## config.mk

```make
export PLATFORM = sky130hd
export DESIGN_NAME = pwm_bank
export DESIGN_NICKNAME = d
export VERILOG_FILES = /design/src/rtl/pwm_bank_pkg.sv /design/src/rtl/pwm_bank_regs.sv /design/src/rtl/pwm_bank_chan.sv /design/src/rtl/pwm_bank.sv
export SDC_FILE = /design/constraint.sdc
export NUM_CORES = 1
export LEC_CHECK = 0
export CAP_MARGIN = 20
export CORE_ASPECT_RATIO = 1.2
export CORE_UTILIZATION = 67
export DETAILED_ROUTE_END_ITERATION = 10
export DONT_BUFFER_PORTS = 1
export HOLD_SLACK_MARGIN = 0.08
export PLACE_DENSITY = 0.87
export RECOVER_POWER = 25
export SLEW_MARGIN = 40
export SYNTH_ARGS = -nofsm -noshare
export SYNTH_HDL_FRONTEND = slang
export SYNTH_SLANG_ARGS = --single-unit
```

## constraint.sdc

```tcl
create_clock -name clk -period 6.88 [get_ports clk]
set_clock_uncertainty 0.1 [all_clocks]
set_input_delay 1.376 -clock clk [delete_from_list [all_inputs] [get_ports clk]]
set_output_delay 1.376 -clock clk [all_outputs]
set_load 0.01 [all_outputs]
```

## src/rtl/pwm_bank_pkg.sv

```systemverilog
package pwm_bank_pkg;
  localparam int CTRL_W    = 32;
  localparam int PRE_W     = 13;
  localparam int DUTY_W    = 8;
  localparam int PRE_LSB   = 0;
  localparam int DUTY_LSB  = 16;
  localparam int FULL_BIT  = 24;
  localparam int RUN_BIT   = 31;
  localparam int STRIDE_LG = 4;
  typedef logic [CTRL_W-1:0] ctrl_word_t;
endpackage

```

## src/rtl/pwm_bank_regs.sv

```systemverilog
module pwm_bank_regs
  import pwm_bank_pkg::*;
#(
  parameter int NUM_CH = 4,
  parameter int IDX_W  = 2
) (
  input  logic                             clk,
  input  logic                             rst,
  input  logic                             wr_en,
  input  logic                             rd_en,
  input  logic                             aligned,
  input  logic [IDX_W-1:0]                 idx,
  input  ctrl_word_t                       wdata,
  output ctrl_word_t                       rdata,
  output logic [NUM_CH-1:0]                run_o,
  output logic [NUM_CH-1:0]                full_o,
  output logic [NUM_CH-1:0]                load_o,
  output logic [NUM_CH-1:0][DUTY_W-1:0]    duty_o,
  output logic [NUM_CH-1:0][PRE_W-1:0]     scale_o
);
  ctrl_word_t [NUM_CH-1:0] words_q;
  logic hit;

  assign hit = aligned && (32'(idx) < NUM_CH);

  always_ff @(posedge clk) begin
    if (rst) begin
      words_q <= '0;
      load_o  <= '0;
      rdata   <= '0;
    end else begin
      if (wr_en && hit) words_q[idx] <= wdata;
      for (int c = 0; c < NUM_CH; c++)
        load_o[c] <= wr_en && hit && (32'(idx) == c);
      if (rd_en) rdata <= hit ? words_q[idx] : '0;
    end
  end

  for (genvar c = 0; c < NUM_CH; c++) begin : g_fields
    assign run_o[c]   = words_q[c][RUN_BIT];
    assign full_o[c]  = words_q[c][FULL_BIT];
    assign duty_o[c]  = words_q[c][DUTY_LSB +: DUTY_W];
    assign scale_o[c] = words_q[c][PRE_LSB +: PRE_W];
  end
endmodule

```

## src/rtl/pwm_bank_chan.sv

```systemverilog
module pwm_bank_chan
  import pwm_bank_pkg::*;
(
  input  logic              clk,
  input  logic              rst,
  input  logic              load,
  input  logic              run,
  input  logic              full,
  input  logic [DUTY_W-1:0] duty,
  input  logic [PRE_W-1:0]  scale,
  output logic              pwm_o
);
  logic [PRE_W-1:0]  pre_q, pre_n;
  logic [DUTY_W-1:0] phase_q, phase_n;
  logic              pwm_n;

  always_comb begin
    if (!run || load) begin
      pre_n   = '0;
      phase_n = '0;
    end else if (pre_q == scale) begin
      pre_n   = '0;
      phase_n = phase_q + 1'b1;
    end else begin
      pre_n   = pre_q + 1'b1;
      phase_n = phase_q;
    end
    pwm_n = run && (full || (phase_n < duty));
  end

  always_ff @(posedge clk) begin
    if (rst) begin
      pre_q   <= '0;
      phase_q <= '0;
      pwm_o   <= 1'b0;
    end else begin
      pre_q   <= pre_n;
      phase_q <= phase_n;
      pwm_o   <= pwm_n;
    end
  end
endmodule

```

## src/rtl/pwm_bank.sv

```systemverilog
module pwm_bank
  import pwm_bank_pkg::*;
#(
  parameter int NUM_CH = 4,
  localparam int IDX_W  = (NUM_CH > 1) ? $clog2(NUM_CH) : 1,
  localparam int ADDR_W = IDX_W + STRIDE_LG
) (
  input  logic              clk,
  input  logic              rst,
  input  logic              wr_en,
  input  logic              rd_en,
  input  logic [ADDR_W-1:0] addr,
  input  logic [CTRL_W-1:0] wdata,
  output logic [CTRL_W-1:0] rdata,
  output logic [NUM_CH-1:0] pwm_o
);
  logic                          aligned;
  logic [IDX_W-1:0]              idx;
  logic [NUM_CH-1:0]             ch_run, ch_full, ch_load;
  logic [NUM_CH-1:0][DUTY_W-1:0] ch_duty;
  logic [NUM_CH-1:0][PRE_W-1:0]  ch_scale;

  assign aligned = (addr[STRIDE_LG-1:0] == '0);
  assign idx     = addr[ADDR_W-1:STRIDE_LG];

  pwm_bank_regs #(.NUM_CH(NUM_CH), .IDX_W(IDX_W)) regs_i (
    .clk(clk), .rst(rst), .wr_en(wr_en), .rd_en(rd_en),
    .aligned(aligned), .idx(idx), .wdata(wdata), .rdata(rdata),
    .run_o(ch_run), .full_o(ch_full), .load_o(ch_load),
    .duty_o(ch_duty), .scale_o(ch_scale)
  );

  for (genvar c = 0; c < NUM_CH; c++) begin : g_ch
    pwm_bank_chan chan_i (
      .clk(clk), .rst(rst), .load(ch_load[c]), .run(ch_run[c]),
      .full(ch_full[c]), .duty(ch_duty[c]), .scale(ch_scale[c]),
      .pwm_o(pwm_o[c])
    );
  end
endmodule

```

Yosys cells after proc, flatten, opt, wreduce, memory -nomap -nowiden
Cells that the tools add are included.
- word-level logic and storage cells: 81
- bits in registers: 252
- input port bits: 42
- output and inout port bits: 36
- add/sub/neg operators: 8
- reductions and logical operators: 28
- multiplexer cells: 14
- magnitude comparators: 6
- eq/ne operators: 7
- operator list (kind ; number):
    bitwise mux 128 bit ; 1
    2-to-1 mux 32 bit ; 3
    binary-select mux 32 bit (select 2 bit) ; 1
    demux 32 bit (select 2 bit) ; 1
    2-to-1 mux 8 bit ; 8
    adder 13 x 1 -> 13 bit (second input constant) ; 4
    == test 13 bit ; 4
    adder 8 x 1 -> 8 bit (second input constant) ; 4
    < comparator 8 bit ; 4
    OR reduction 3 bit ; 4
    logical AND 1 bit ; 10
    logical OR 1 bit ; 8
    == test 2 bit (second input constant) ; 2
    logical NOT 1 bit ; 4
    logical NOT 4 bit ; 1
    < comparator 2 x 3 -> 1 bit (second input constant) ; 1
    == test 2 x 1 -> 1 bit (second input constant) ; 1
    >= comparator 2 x 1 -> 1 bit (second input constant) ; 1
    logical NOT 2 bit ; 1

Depth between registers and ports, before layout
Gate-level depths: netlist (run 1).
- depth after elaboration: 6
- depth in mapped cells: 14
- mapped depth without buffers: 13

Modules after synthesis
Synthesis (run 1) repeated with hierarchy kept, for this count alone.
- cells, all modules: 1449
- area total of the unflattened synthesis: 13910.8 um^2
- by module, submodules not included (module ; cells each ; area each (um^2) ; sequential area each (um^2) ; times used):
    pwm_bank_regs ; 740 ; 8107.8 ; 3283.1 ; 1
    pwm_bank_chan at g_ch[0].chan_i ... ; 190 ; 1530.2 ; 440.4 ; 2
    pwm_bank_chan at g_ch[2].chan_i ... ; 164 ; 1365.1 ; 440.4 ; 2
    pwm_bank ; 1 ; 12.5 ; 0.0 ; 1

Worst setup path after synthesis (run 1)
Ideal clock, no wire load.
- path kind: input-to-reg
- start point: in addr[4]
- end point: reg regs_i.rdata[31]
- data arrival time: 2607 ps
- path slack: 4045 ps
- cell stages on the path: 5
- required time: 6652 ps
- setup time: 128 ps
- buffers on the path: 2
- path through: buf_2 -> buf_2 -> mux4_2 -> a21oi_1 -> nor2_1
- cells in the longest elaborated chain, start to end: 3
- RTL lines (item ; RTL line ; RTL):
    start, declared ; pwm_bank.sv:12 ; input logic [ADDR_W-1:0] addr,
    binary-select mux 32 bit (select 2 bit) ; pwm_bank_regs.sv:35 ; if (rd_en) rdata <= hit ? words_q[idx] : '0;
    2-to-1 mux 32 bit (implied by the code) ; pwm_bank_regs.sv:35 ;
    2-to-1 mux 32 bit ; pwm_bank_regs.sv:35 ;
    end signal, assigned ; pwm_bank_regs.sv:35 ;
    end, declared ; pwm_bank_regs.sv:14 ; output ctrl_word_t rdata,
Every way passes these cells. The select of a mux whose other input is x is not followed.
A chain may end at the register's enable or synchronous reset.

Worst setup path in the final report (run 1)
- start point: reg regs_i.words_q (netlist bit regs_i.scale_o[26])
- end point: reg g_ch[2].chan_i.pwm_o
- cells in the longest elaborated chain, start to end: 6
- RTL lines (item ; RTL line ; RTL):
    start, declared ; pwm_bank_regs.sv:21 ; ctrl_word_t [NUM_CH-1:0] words_q;
    start signal, assigned by index ; pwm_bank_regs.sv:32 ; if (wr_en && hit) words_q[idx] <= wdata;
    == test 13 bit ; pwm_bank_chan.sv:21 ; end else if (pre_q == scale) begin
    2-to-1 mux 8 bit ; pwm_bank_chan.sv:21 ;
    2-to-1 mux 8 bit ; pwm_bank_chan.sv:18 ; if (!run || load) begin
    via g_ch[2].chan_i.phase_n[5] ; pwm_bank_chan.sv:14 ; logic [DUTY_W-1:0] phase_q, phase_n;
    < comparator 8 bit ; pwm_bank_chan.sv:28 ; pwm_n = run && (full || (phase_n < duty));
    logical OR 1 bit ; pwm_bank_chan.sv:28 ;
    logical AND 1 bit ; pwm_bank_chan.sv:28 ;
    end signal, assigned ; pwm_bank_chan.sv:39 ; pwm_o <= pwm_n;
    end, declared ; pwm_bank_chan.sv:11 ; output logic pwm_o
The timed path passes the listed nets, and every way through them passes these cells.

==> impl_summary.md, run 1 <==
Run status
The flow ran to the end, but the final reports show violations. The final reports fail on capacitance limit, slew limit.

Synth
The register bit count reported by yosys is 252. The share of async-settable or async-resettable flops after synthesis is 0%. The synthesized netlist contains 50 unique library cells. The synthesized design contains 0 enable-type register cells. The number of warnings issued by yosys is 0. The average instance area after synthesis is 8.50 um^2. The most used flip-flop cell after synthesis is sky130_fd_sc_hd__dfxtp_1. The share of the Yosys chip area taken by registers is 43.1%. The post-synth design cell area is 11700 um^2.

In the synthesized netlist, the number of instances is 1378. The number of nets produced by synthesis is 1456.

Route
The routed layout has 9590 vias. The detailed-route DRC error count is 0. The total routed wirelength is 29.2 mm.

The pre-antenna-repair detailed-routing pass consisted of 5 iterations. Dividing the detail-routed wire length by the instance count gives 18.6 um. The post-detailed-route via-to-cell ratio is slightly above 6. The detail route stage leaves a number of antenna-violating nets equal to 0. The detailed router finished its first iteration with 1028 violations.

Timing
After layout, the worst path uses 56.2% of the clock period. In this run the tightest slew margin relative to its limit is -27.3%. For the final routed database, the setup TNS stands at 0 ns. Setup violations remaining at the end of the flow were counted as 0. The transition at the pin with the smallest max-transition slack is 1.91 ns. Setup repair after global routing left no endpoint under its margin. The number of endpoints with negative hold slack in the final report came to 0. Static timing analysis puts the maximum clock frequency at 259 MHz.

The final count of pins violating max slew came to 87. The time the worst path needs with I/O delays and setup is 3.87 ns.

Worst setup path
The library cell appearing most often on the critical path is sky130_fd_sc_hd__nand4_1. The critical path contains buffers and inverters numbering 0 combined. In this design, the stage delay of the slowest critical-path cell is 1.31 ns. In this run the critical register-to-register path is launched from regs_i.scale_o[26].

The worst path required time is 7.17 ns. For this design, the slowest cell found on the critical path is sky130_fd_sc_hd__nor4_1. STA classifies the critical path endpoint as a flop. The signal on the critical path passes through xnor2_1 > nand4_1 > nor4_1 > nand4_1 > xor2_1 > nor2_1 > ha_1 > nand4_1 > or2_2 > a31oi_1 > a21oi_1. The worst setup path is launched from a flop. The number of cells on the worst reg-to-reg path is 11. At the worst endpoint, the arrival time is around 4.2 ns. The flop-to-flop setup slack is 3.01 ns. Along the worst path, the maximum fanout reaches 9.

The type of the setup path with the least slack is flop to flop. The cell family with the largest share of critical-path delay is simple AND/OR/NAND/NOR gates. The endpoint identified for the worst register-to-register timing path is g_ch[2].chan_i.pwm_o.

Global route
The first global-routing pass estimated 47.0 mm of wire. The via count of the first global-routing pass is 9498. The pin count of the biggest net entering global routing is 184. The number of antenna violations at the first check in global routing is 0. The total global routing overflow is 0. Global routing used 33.1% of the available tracks.

Cells and area
The antenna diode instance count is 0. The fraction of final layout cells with drive strength greater than 1 is 6.87%. In the layout the commonest cells are 299 x sky130_fd_sc_hd__nand2_1, 252 x sky130_fd_sc_hd__dfxtp_1, 173 x sky130_fd_sc_hd__a21oi_1, 150 x sky130_fd_sc_hd__nor2_1, 66 x sky130_fd_sc_hd__xnor2_1. Leaving out fill and tap cells, the most frequent cell in the layout is sky130_fd_sc_hd__nand2_1. The synthesis-to-layout area growth is 6.47%.

For this run, the post-layout net count is 1413.

CTS
The post-CTS setup buffer count is 0. The number of instances resized during post-cts repair is 0. Buffers inserted to repair hold after CTS numbered 0. The tree is rooted in a sky130_fd_sc_hd__clkbuf_16. In this run the number of H-tree levels came out at 1. The number of buffers created by CTS is 25. The number of buffers on the longest clock path is 3. The later pin in the worst-skew pair is clocked with a latency of 0.54 ns. TritonCTS built the clock tree. Clock-pin slew was measured on the worst setup and hold paths at 0.06 ns.

CTS saw between 200 and 300 sinks.

Floorplan
The die is 147 um tall. The area of the core region is 17000 um^2. The I/O pin total is 78.

The initial core utilization is 69.0%. The full die area is approximately 18000 um^2. The number of rows created at floorplan is 52.

In this run the horizontal extent of the chip is 123 um.

Pwr
The clock power share is 48.4%. The internal power contribution is 0.00231 W. Total power for the finished layout comes to 0.00290 W. Summed over all nets, the switching power comes to 0.000589 W. The standby leakage power is 4.33 nW. Combinational logic is responsible for around 1.1% of the overall power. The maximum ir drop on the vdd rail is 0.000260 V. The power share of the sequential group is 50.5%. For this design the ratio of total power to cell area is 233 nW/um^2.

Net switching is around a fifth of the power.

Min path
The path type of the worst min-delay path is flop to flop. For hold timing, the worst endpoint is regs_i.words_q[57]. In this run the most critical hold path is launched from regs_i.words_q[57]. Counting instances, the worst hold path has a depth of 2.

Placement
The global placement routability congestion is 0.873. The total half-perimeter wirelength after legalization and detailed placement is 19.0 mm. In this run the tool buffered the top-level ports with 0 buffer cells.

Job
Max-cap violations in this run came to 4.
## power groups by stage
stage	Sequential (W)	Clock (W)	Combinational [W]
after detailed placement	0.00150	0	0.0000334
after global routing	0.00146	0.00147	0.0000338
after global placement	0.00150	0	0.0000326
after CTS	0.00147	0.00141	0.0000337
final	0.00147	0.00141	0.0000317
after floorplan	0.00150	0	0.0000531
## layer usage
layer  GRT usage [%]  vias to the layer above  wire length, um
met5               0                        -                0
met4            14.4                        0             1080
met3            7.49                       89             2820
met2            55.0                      472            13900
met1            40.8                     4514            11300
li1                -                     4515                -
## Yosys cell counts, types with 5 or more instances
| cell type | n | area share [%] |
|---|---|---|
| sky130_fd_sc_hd__and2_1 | 5 | 0.27 |
| sky130_fd_sc_hd__clkbuf_1 | 43 | 1.4 |
| sky130_fd_sc_hd__o21ai_0 | 7 | 0.30 |
| sky130_fd_sc_hd__dfxtp_1 | 252 | 43 |
| sky130_fd_sc_hd__nand2_1 | 299 | 9.6 |
| sky130_fd_sc_hd__ha_1 | 36 | 3.8 |
| sky130_fd_sc_hd__xor2_1 | 52 | 3.9 |
| sky130_fd_sc_hd__nor2_1 | 149 | 4.8 |
| sky130_fd_sc_hd__buf_2 | 27 | 1.2 |
| sky130_fd_sc_hd__nand4_1 | 30 | 1.6 |
| sky130_fd_sc_hd__or2_2 | 11 | 0.59 |
| sky130_fd_sc_hd__inv_1 | 34 | 1.1 |
| sky130_fd_sc_hd__and3_1 | 22 | 1.2 |
| sky130_fd_sc_hd__or3_1 | 5 | 0.27 |
| sky130_fd_sc_hd__nor2b_1 | 35 | 1.9 |
| sky130_fd_sc_hd__xnor2_1 | 66 | 4.9 |
| sky130_fd_sc_hd__nor3_1 | 6 | 0.26 |
| sky130_fd_sc_hd__mux4_2 | 32 | 6.2 |
| sky130_fd_sc_hd__mux2i_1 | 12 | 1.0 |
| sky130_fd_sc_hd__buf_4 | 5 | 0.32 |
| sky130_fd_sc_hd__a21oi_1 | 173 | 7.4 |
| sky130_fd_sc_hd__nand3_1 | 23 | 0.98 |
## worst register-to-register path: stages (launching register included)
cell and delay, ns:
sky130_fd_sc_hd__dfxtp_1 0.49, sky130_fd_sc_hd__xnor2_1 0.17, sky130_fd_sc_hd__nand4_1 0.12, sky130_fd_sc_hd__nor4_1 1.31
sky130_fd_sc_hd__nand4_1 0.22, sky130_fd_sc_hd__xor2_1 0.28, sky130_fd_sc_hd__nor2_1 0.09, sky130_fd_sc_hd__ha_1 0.31
sky130_fd_sc_hd__nand4_1 0.10, sky130_fd_sc_hd__or2_2 0.31, sky130_fd_sc_hd__a31oi_1 0.15, sky130_fd_sc_hd__a21oi_1 0.08
## cell families after synthesis
group                    synth area share (%)
AO/OA/AOI/OAI                            8.75
XOR/XNOR                                 8.82
buffers and inverters                    4.13
AND/OR/NAND/NOR                          24.2
adder cells (fa/ha/maj)                  3.85
flip-flops                               43.1
multiplexers                             7.18
## per-stage QoR
stage          instance area (um^2)  hold WS (ns)  instances  util [%]  setup WS [ns]
2_1_floorplan                 11700         0.333       1378         -           4.05
3_3_place_gp                  11700         0.334       1524      68.9           3.61
3_5_place_dp                  11700         0.341       1524      69.0           3.55
4_1_cts                       12600         0.349       1569      73.9           3.54
5_1_grt                       12500         0.368       1569      73.4           2.69
6_report                      12500         0.353       1569      73.4           3.01
## registers in the layout, summed over array words and instances (netlist names)
register / flops
g_ch.chan_i.phase_q: 32
g_ch.chan_i.pre_q: 52
g_ch.chan_i.pwm_o: 4
regs_i.duty_o: 32
regs_i.full_o: 4
regs_i.load_o: 4
regs_i.rdata: 32
regs_i.run_o: 4
regs_i.scale_o: 52
regs_i.words_q: 36
## how the worst max path moves through the flow
| stage | from | to | cells past startpoint |
|---|---|---|---|
| global route | regs_i.scale_o[26] | g_ch[2].chan_i.pwm_o | 12 |
| finish | regs_i.scale_o[26] | g_ch[2].chan_i.pwm_o | 11 |
| detailed placement | addr[1] | regs_i.words_q[25] | 6 |
| CTS | g_ch[0].chan_i.pre_q[2] | g_ch[0].chan_i.pwm_o | 12 |
| floorplan | addr[4] | regs_i.rdata[31] | 5 |
| global placement | addr[1] | regs_i.words_q[25] | 6 |
## cell type report
| class | instances | area [um^2] |
|---|---|---|
| flip-flops and latches | 252 | 5040 |
| well taps | 216 | 270 |
| clock buffers | 36 | 717 |
| clock inverters | 9 | 128 |
| multi-input cells | 1013 | 6120 |
| inverters | 34 | 128 |
| fillers | 1185 | 4510 |
| repair buffers | 9 | 60.1 |
No activity file was read; power rests on OpenSTA's default activity.
==> inputs of run 2 (changes only) <==
- CORE_UTILIZATION: 67 -> 64
- PLACE_DENSITY: 0.87 -> 0.84
- clock period: 6.88 -> 3.7 ns (I/O delays scaled with it)
==> run 2 against run 1 <==
Clock-buffer cell count is 2 lower. Critical path depth grew 1. First-iteration DRC count down 16%. Critical path type unchanged. Largest cell class unchanged. The run ends with DRC, capacitance limit, slew limit left. Critical endpoint is now g_ch[0].chan_i.pwm_o.
==> impl_summary.md, run 2 (synthesized netlist as in run 1, its figures left out) <==
Pwr
The standby leakage power is 4.42 nW (was 4.33 nW). The internal power contribution came to 0.00458 W (was 0.00231 W). The maximum ir drop on the vdd rail is 0.000371 V (was 0.000260 V). The power share of the sequential group is 47.9% (was 50.5%). The total power divided by cell area is 448 nW/um^2 (was 233 nW/um^2). The part of the power in combinational logic is 1.1% (about the same).

The switching power as a share of total power is 19.5% (was 20.3%). The clock power share is 51.0% (was 48.4%). The power dissipated by switching net loads is 0.00111 W (was 0.000589 W).

Timing
The final count of pins violating max slew was 68 (was 87). The transition at the pin with the smallest max-transition slack is 2.00 ns (was 1.91 ns). The final worst slack is 0.394 ns (was 3.01 ns).

The number of endpoints with negative hold slack in the final report is 0 (unchanged). The timing-limited maximum frequency was 302 MHz (was 259 MHz). The count of endpoints failing setup in the final report was 0 (unchanged).

The hold slack is 0.197 ns (was 0.353 ns). The final setup TNS is 0 ns (unchanged). RSZ-0062 raised after global routing: no (unchanged).

The time the worst path needs with I/O delays and setup is 3.31 ns (was 3.87 ns). The period utilization is 89.3% (was 56.2%). The worst slew margin relative to its limit is -33.4% (was -27.3%).

CTS
The post-CTS setup buffer count is 0 (unchanged). The clock latency of the later-clocked register in the worst-skew pair was 0.53 ns (was 0.54 ns). The maximum level of the CTS H-tree is 1 (unchanged). The count of hold buffers inserted by post-cts repair is 0 (unchanged). The number of clock sinks was 252 (unchanged).

The number of instances resized during post-cts repair is 0 (unchanged). The number of buffers created by CTS is 25 (unchanged). The clock tree from TritonCTS is built (unchanged). The CTS clock-pin slew for the worst setup and hold paths is 0.07 ns (was 0.06 ns).

The number of buffers on the longest clock path is 3 (unchanged). The cell at the root of the clock tree is sky130_fd_sc_hd__clkbuf_16 (unchanged).

Cells and area
The fraction of final layout cells with drive strength greater than 1 came to 7.81% (was 6.87%). The total area of multi-input combinational cells is 6190 um^2 (was 6120 um^2). The storage element area is 5040 um^2 (unchanged). The post-route non-filler standard cell count was 1578 (was 1569). The commonest non-fill, non-tap cell in the layout is sky130_fd_sc_hd__nand2_1 (unchanged). The synthesis-to-layout area growth is 8.33% (was 6.47%).

Commonest cells after routing, fill and taps aside: 299 x sky130_fd_sc_hd__nand2_1, 252 x sky130_fd_sc_hd__dfxtp_1, 173 x sky130_fd_sc_hd__a21oi_1, 149 x sky130_fd_sc_hd__nor2_1, 66 x sky130_fd_sc_hd__xnor2_1 (was 299 x sky130_fd_sc_hd__nand2_1, 252 x sky130_fd_sc_hd__dfxtp_1, 173 x sky130_fd_sc_hd__a21oi_1, 150 x sky130_fd_sc_hd__nor2_1, 66 x sky130_fd_sc_hd__xnor2_1). The number of filler cells placed in the layout is 1256 (was 1185). The final net count is 1417 (was 1413).

Worst setup path
The endpoint kind of the worst setup timing path is a flop (unchanged). The number of cells on the worst reg-to-reg path is 12 (was 11). The kind of start point of the critical path was a flop (unchanged). The worst path required time was 4.04 ns (was 7.17 ns).

The flop-to-flop setup slack is 0.39 ns (was 3.01 ns). The arrival time at the worst endpoint was 3.65 ns (was 4.16 ns). The peak fanout along the critical path is 7 (was 9). The endpoint of the worst register-to-register path is g_ch[0].chan_i.pwm_o (was g_ch[2].chan_i.pwm_o). The startpoint of the most critical register-to-register path was g_ch[0].chan_i.pre_q[2] (was regs_i.scale_o[26]). The type of the setup path with the least slack is flop to flop (unchanged).

Global route
The total global routing overflow is 0 (unchanged). The global router's overall resource usage came to 31.6% (was 33.1%). The via count of the first global-routing pass is 9462 (was 9498). The number of antenna violations at the first check in global routing came to 1 (was 0).

The pin count of the biggest net entering global routing is 184 (unchanged). The first-pass GRT wire length is 47.5 mm (was 47.0 mm).

Route
The iteration count of the initial detailed-routing pass is 8 (was 5). The remaining antenna violation count is 0 (unchanged). The detailed-route DRC error count is 8 (was 0). The post-detailed-route via-to-cell ratio is 6.09 (was 6.11). The first-iteration detailed-routing DRC count is 866 (was 1028). The total routed wirelength is 29.8 mm (was 29.2 mm). The total vias in the final route is 9607 (was 9590). The detail-routed net length per standard cell is 18.9 um (was 18.6 um).

Floorplan
The number of rows created at floorplan came to 53 (was 52). The die boundary height is 150 um (was 147 um). The I/O pin total is 78 (unchanged). The horizontal extent of the die came to 126 um (was 123 um). The initial core utilization is 66.2% (was 69.0%). The full die area is 18900 um^2 (was 18000 um^2). The area of the core region is 17700 um^2 (was 17000 um^2).

Min path
The worst min-delay path endpoint is regs_i.duty_o[15] (was regs_i.words_q[57]). The number of cells traversed by the worst hold path is 1 (was 2). The path type of the worst min-delay path is input port to flop (was flop to flop). The start point of the worst hold path is rst (was regs_i.words_q[57]).

Placement
The total half-perimeter wirelength after legalization and detailed placement is 19.5 mm (was 19.0 mm). The number of placed instances with taps included is 1532 (was 1524). The global placement routability congestion is 0.874 (was 0.873). The pre-CTS setup slack is 0.476 ns (was 3.55 ns).

The port buffer count is 0 (unchanged).

Run status
Run status: complete, but fails checks (unchanged). Violations in the final reports: DRC, capacitance limit, slew limit (was capacitance limit, slew limit).

Job
The max capacitance violation total is 2 (was 4).
-- run 2: cell count changes in the layout (fill, tap and decap cells not counted), sizes merged --
cell / previous run / this run
buf: 7 / 10
clkbuf: 38 / 37
bufinv: 3 / 7
inv: 35 / 34
clkinv: 5 / 3
diode: 0 / 1
clkinvlp: 0 / 1
-- run 2: layer usage --
layer / up-vias / track usage, % / wire length (um)
met5: - / 0 / 0
met4: 0 / 13.1 / 1150
met3: 104 / 4.94 / 2530
met2: 444 / 56.4 / 14600
met1: 4551 / 38.1 / 11600
li1: 4508 / - / -
-- run 2: how the worst max path moves through the flow --
stage	start	end	slack, ns	depth (start not counted)
after floorplan	regs_i.scale_o[12]	g_ch[0].chan_i.pwm_o	0.88	13
after global placement	g_ch[0].chan_i.pre_q[2]	g_ch[0].chan_i.pwm_o	0.71	12
after detailed placement	g_ch[0].chan_i.pre_q[2]	g_ch[0].chan_i.pwm_o	0.48	12
after CTS	g_ch[0].chan_i.pre_q[3]	g_ch[0].chan_i.pwm_o	0.46	12
after global routing	g_ch[0].chan_i.pre_q[3]	g_ch[0].chan_i.pwm_o	0.13	12
final	g_ch[0].chan_i.pre_q[2]	g_ch[0].chan_i.pwm_o	0.39	12
-- run 2: worst max-delay path, cell delays in order (launching register included) --
cell                        delay, ns
sky130_fd_sc_hd__dfxtp_1         0.43
sky130_fd_sc_hd__xor2_1          0.10
sky130_fd_sc_hd__nor4_1          0.32
sky130_fd_sc_hd__nand3_1         0.29
sky130_fd_sc_hd__nor2_4          0.24
sky130_fd_sc_hd__a21oi_1         0.09
sky130_fd_sc_hd__a31o_1          0.19
sky130_fd_sc_hd__ha_1            0.30
sky130_fd_sc_hd__a2111oi_0       0.49
sky130_fd_sc_hd__o21ai_0         0.19
sky130_fd_sc_hd__o21ai_0         0.17
sky130_fd_sc_hd__o21ai_0         0.10
sky130_fd_sc_hd__a211oi_1        0.20
-- run 2: power groups by stage --
stage	clock, W	sequential [W]	combinational [W]
2_1_floorplan	0	0.00278	0.0000987
3_3_place_gp	0	0.00278	0.0000626
3_5_place_dp	0	0.00278	0.0000643
4_1_cts	0.00291	0.00272	0.0000650
5_1_grt	0.00302	0.00272	0.0000679
6_report	0.00290	0.00272	0.0000642
-- run 2: through the flow --
stage	instance area [um^2]	util, %	power (W)
6_report	12700	71.7	0.00569
5_1_grt	12700	71.7	0.00581
4_1_cts	12700	71.9	0.00570
3_5_place_dp	11800	66.6	0.00285
3_3_place_gp	11800	66.5	0.00285
2_1_floorplan	11700	-	0.00288
-- run 2: final cells by class --
cell class / count / area share [%]
Tap cell: 220 / 2.17
Sequential cell: 252 / 39.8
Clock buffer: 34 / 5.59
Clock inverter: 11 / 1.83
Multi-Input combinational cell: 1013 / 48.7
Timing Repair Buffer: 13 / 0.878
Inverter: 34 / 1.01
Antenna cell: 1 / 0.0197
